$ cat src/rtl/sgi_filt_pkg.sv
package sgi_filt_pkg;
  localparam int unsigned NUM_IDS_DEF = 16;
  localparam int unsigned LVL_W_DEF   = 2;
  // minimum access level for non-secure senders, per effective group
  localparam int unsigned MIN_LVL_G0  = 1;
  localparam int unsigned MIN_LVL_G1  = 2;

  typedef enum logic {
    GRP_0 = 1'b0,
    GRP_1 = 1'b1
  } grp_e;
endpackage

$ cat src/rtl/sgi_acc_reg.sv
module sgi_acc_reg #(
  parameter int unsigned NUM_IDS = 16,
  parameter int unsigned LVL_W   = 2,
  localparam int unsigned REG_W  = NUM_IDS * LVL_W
) (
  input  logic                              clk_i,
  input  logic                              rst_ni,
  input  logic                              sec_dis_i,
  input  logic                              wr_i,
  input  logic                              ns_i,
  input  logic [REG_W-1:0]                  wdata_i,
  output logic [REG_W-1:0]                  rdata_o,
  output logic [REG_W-1:0]                  q_o,
  output logic [NUM_IDS-1:0][LVL_W-1:0]     lvl_o
);
  logic [REG_W-1:0] q;
  logic             sec_ok;

  assign sec_ok = !sec_dis_i && !ns_i;

  always_ff @(posedge clk_i or negedge rst_ni) begin
    if (!rst_ni)             q <= '0;
    else if (wr_i && sec_ok) q <= wdata_i;
  end

  assign rdata_o = sec_ok ? q : '0;
  assign q_o     = q;

  for (genvar n = 0; n < NUM_IDS; n++) begin : g_lvl
    assign lvl_o[n] = q[n*LVL_W +: LVL_W];
  end
endmodule

$ cat src/rtl/sgi_accept_logic.sv
module sgi_accept_logic
  import sgi_filt_pkg::*;
#(
  parameter int unsigned LVL_W = 2
) (
  input  logic             sec_dis_i,
  input  logic             req_ns_i,
  input  grp_e             req_grp_i,
  input  grp_e             id_grp_i,
  input  logic [LVL_W-1:0] lvl_i,
  output logic             accept_o
);
  localparam logic [LVL_W-1:0] MIN_G0 = LVL_W'(MIN_LVL_G0);
  localparam logic [LVL_W-1:0] MIN_G1 = LVL_W'(MIN_LVL_G1);

  grp_e eff_grp;
  logic grp_ok;
  logic lvl_ok;

  always_comb begin
    // Group 1 ask on a Group 0 ID is served as Group 0
    eff_grp = (req_grp_i == GRP_1 && id_grp_i == GRP_0) ? GRP_0 : req_grp_i;
    grp_ok  = (eff_grp == id_grp_i);
    if (req_ns_i && !sec_dis_i)
      lvl_ok = (id_grp_i == GRP_0) ? (lvl_i >= MIN_G0) : (lvl_i >= MIN_G1);
    else
      lvl_ok = 1'b1;
    accept_o = grp_ok && lvl_ok;
  end
endmodule

$ cat src/rtl/sgi_accept_filter.sv
module sgi_accept_filter
  import sgi_filt_pkg::*;
#(
  parameter int unsigned NUM_IDS = NUM_IDS_DEF,
  parameter int unsigned LVL_W   = LVL_W_DEF,
  localparam int unsigned REG_W  = NUM_IDS * LVL_W,
  localparam int unsigned ID_W   = $clog2(NUM_IDS)
) (
  input  logic             clk_i,
  input  logic             rst_ni,
  input  logic             sec_dis_i,
  input  logic             req_valid_i,
  input  logic [ID_W-1:0]  req_id_i,
  input  logic             req_grp1_i,
  input  logic             req_ns_i,
  input  logic             id_grp1_i,
  input  logic             acc_wr_i,
  input  logic             acc_ns_i,
  input  logic [REG_W-1:0] acc_wdata_i,
  output logic [REG_W-1:0] acc_rdata_o,
  output logic             pend_set_o,
  output logic [ID_W-1:0]  pend_id_o
);
  logic [NUM_IDS-1:0][LVL_W-1:0] lvl;
  logic [REG_W-1:0]              nsacc_q;
  logic                          accept;

  sgi_acc_reg #(.NUM_IDS(NUM_IDS), .LVL_W(LVL_W)) u_reg (
    .clk_i     (clk_i),
    .rst_ni    (rst_ni),
    .sec_dis_i (sec_dis_i),
    .wr_i      (acc_wr_i),
    .ns_i      (acc_ns_i),
    .wdata_i   (acc_wdata_i),
    .rdata_o   (acc_rdata_o),
    .q_o       (nsacc_q),
    .lvl_o     (lvl)
  );

  sgi_accept_logic #(.LVL_W(LVL_W)) u_logic (
    .sec_dis_i (sec_dis_i),
    .req_ns_i  (req_ns_i),
    .req_grp_i (grp_e'(req_grp1_i)),
    .id_grp_i  (grp_e'(id_grp1_i)),
    .lvl_i     (lvl[req_id_i]),
    .accept_o  (accept)
  );

  always_ff @(posedge clk_i or negedge rst_ni) begin
    if (!rst_ni) begin
      pend_set_o <= 1'b0;
      pend_id_o  <= '0;
    end else begin
      pend_set_o <= req_valid_i && accept;
      if (req_valid_i) pend_id_o <= req_id_i;
    end
  end
endmodule

$ cat config.mk
export PLATFORM = sky130hd
export DESIGN_NAME = sgi_accept_filter
export DESIGN_NICKNAME = d
export VERILOG_FILES = /design/src/rtl/sgi_filt_pkg.sv /design/src/rtl/sgi_acc_reg.sv /design/src/rtl/sgi_accept_logic.sv /design/src/rtl/sgi_accept_filter.sv
export SDC_FILE = /design/constraint.sdc
export NUM_CORES = 1
export LEC_CHECK = 0
export BUFFER_PORTS_ARGS = -buffer_cell sky130_fd_sc_hd__clkbuf_2
export CORE_ASPECT_RATIO = 0.6
export CORE_MARGIN = 3
export CORE_UTILIZATION = 43
export DETAILED_ROUTE_END_ITERATION = 7
export PLACE_DENSITY = 0.73
export SYNTH_ARGS = -nofsm -noshare
export SYNTH_HDL_FRONTEND = slang
export SYNTH_SLANG_ARGS = --single-unit
$ cat constraint.sdc
create_clock -name clk_i -period 1.95 [get_ports clk_i]
set_input_delay 0.195 -clock clk_i [delete_from_list [all_inputs] [get_ports clk_i]]
set_output_delay 0.195 -clock clk_i [all_outputs]
set_load 0.1 [all_outputs]
==> results_dict.tcl <==
set metrics [dict create \
    status "finished, final reports clean" \
    cts_buffer_depth 2 \
    worst_pin_slew_ps 553 \
    reg2reg_slack_ps 570 \
    final_cell_area_um2 2950 \
    r2r_cells 4 \
    path_cells "mux2i_1 > mux4_2 > a22o_1 > a31oi_1" \
    cts_buffers 5 \
    core-area_um2 4210 \
    r2r-start "u_reg.lvl_o[5]$_DFFE_PN0P_" \
    slew_violations 0 \
    power_density_nw_per_um2 872 \
    drc_errors 0 \
    wirelength_um 4620 \
    antenna_found_initial 0 \
    grt_pass1_vias 1514 \
    postCtsSetupRepairBufs 0 \
    layout-drive-gt1-share_pct 54.9 \
    wl_per_cell_um 15.7 \
    synth_nets 198 \
    arrival_ps 1590 \
    initial_core_util_pct 45.8 \
    portBuffers 81 \
    track_usage_pct 18.4 \
    synth_edf_count 0 \
    setup_ws_ps 570 \
    grt_pass1_wl_um 7500 \
    max_freq_ghz 0.725 \
    worstPathRequired_ps 2160 \
    dp_hpwl_um 3630 \
    drt-pass1-iter-count 4 \
    p_leak_nw 1.36 \
    die_h_um 57.9 \
    fin_crit_ps 1380 \
    critPathKind "flip-flop to flip-flop" \
    finalHoldViolations 0 \
    vias 1456 \
    final_common_cell "clkbuf_2" \
    clk_pin_slew_ps 70 \
    area_delta_synth_final_pct 52.8 \
    ys_warn_count 0 \
    setup_viol 0 \
    crit_start "u_reg.lvl_o[5]$_DFFE_PN0P_" \
    drv_cap 0 \
    end_kind "flip-flop" \
    final_cells 295 \
    fin_skew_ps 3.93 \
    yosys.cell_types.count 22 \
    cts_root_buf "clkbuf_8" \
    fin_crit_sh_pct 70.7 \
    syn_area_um2 1930 \
    viasPerCell 4.94 \
    yosysSeqAreaShare_pct 48.0 \
    avgSynthCellArea_um2 12.6 \
    vdd_ir_drop_max_mv 0.578 \
    synth_cells 153 \
    die-area_um2 5350 \
    path_max_fanout 3 \
    n_antenna_cell 0 \
    cts_max_level 2 \
    fin_nets 280 \
    slowest_stage "mux4_2" \
    min_path_cells 2 \
    grt_overflow_total 0 \
    placedCellCount 287 \
    hold_class "primary input to flip-flop" \
    fin_setup_tns_ps 0 \
    pin_count 82 \
    ys_async_sr_fraction_pct 100 \
    antenna_left 0 \
    crit_path_end "pend_set_o$_DFF_PN0_" \
    num_rows 18 \
    cts.sinks 37 \
    insertion_delay_ps 290 \
    fp.dieW_um 92.5 \
    dpl_cell_area_um2 2850 \
    dp_slack_ps 378 \
    relSlewSlack_pct 63.3 \
    rsz0062_at_grt "no" \
    r2r-end "pend_set_o$_DFF_PN0_" \
    power_mw 2.57 \
    drt_iter0_drc 40 \
    critPathLaunchType "flip-flop" \
    finalWeightedCongestion 0.760 \
    synth_seq_cells 37 \
    final_cell_mix "clkbuf_2, dfrtp_1, mux2_2" \
    ys.flop_type "dfrtp_1" \
    grt_max_degree 33 \
    critical-path-max-stage-delay_ps 460 \
    post_cts_resized 0 \
    cts_tree "done" \
]
per-stage QoR:
step | hold WS (ps) | util, %
after floorplan | -101 | -
after global placement | 183 | 67.7
after detailed placement | 185 | 67.7
after CTS | 126 | 70.0
after global routing | 135 | 70.0
final | 129 | 70.0
registers in the layout (all words and copies together), names as in the netlist:
signal,flops
u_reg.lvl_o,32
pend_id_o,4
pend_set_o,1
how the worst min path moves through the flow:
| stage | end | start |
|---|---|---|
| after global routing | u_reg.lvl_o[4]$_DFFE_PN0P_ | acc_wdata_i[4] |
| after global placement | u_reg.lvl_o[18]$_DFFE_PN0P_ | rst_ni |
| after CTS | u_reg.lvl_o[4]$_DFFE_PN0P_ | acc_wdata_i[4] |
| after detailed placement | u_reg.lvl_o[18]$_DFFE_PN0P_ | rst_ni |
| after floorplan | pend_id_o[0]$_DFFE_PN0P_ | rst_ni |
| final | u_reg.lvl_o[4]$_DFFE_PN0P_ | acc_wdata_i[4] |
critical path: cells and delay by family, from the launching register on:
family,cells,cell delay (ps)
multiplexers,2,560
flip-flops,1,390
AO/OA/AOI/OAI,2,370
cell type report:
type / instances / area, µm²
well taps: 60 / 75.1
clock buffers: 7 / 86.3
inverters: 2 / 7.51
fillers: 319 / 1260
repair buffers: 86 / 926
flip-flops and latches: 37 / 926
multi-input cells: 103 / 927
synthesized netlist by cell type (2+ instances only):
library cell,count,area (µm²)
a22oi_1,2,15.0
a311oi_1,2,17.5
and2_1,33,206
buf_2,5,25.0
clkbuf_1,4,15.0
dfrtp_1,37,926
inv_1,2,7.51
mux2_2,35,394
mux2i_1,16,160
mux4_2,2,45.0
nand3_1,2,10.0
nand3b_1,2,15.0
nor2_1,2,7.51
layer usage:
layer  vias up  global-route usage (%)  wire length, µm
met5         -                       0                0
met4         0                    3.81               30
met3         4                    7.26              434
met2        58                    26.8             1960
met1       696                    26.3             2200
li1        698                       -                -
report_power, final:
part	total [mW]	internal (mW)	switching, mW
clock network	0.523	0.280	0.243
logic	1.04	0.412	0.627
registers	1.01	0.905	0.104
cells by family after synthesis:
family | Yosys count | synth area share [%]
mux | 54 | 31.6
simple gates | 42 | 13.6
flops | 37 | 48.0
buf+inv | 13 | 4.09
compound gates | 7 | 2.72
timing repair:
| action | 4_1_cts | 5_1_grt |
|---|---|---|
| setup endpoints to repair | 0 | 0 |
| hold buffers | 1 | 0 |
| endpoints found under the hold margin | 19 | 0 |
(Power assumes the default switching activity.)
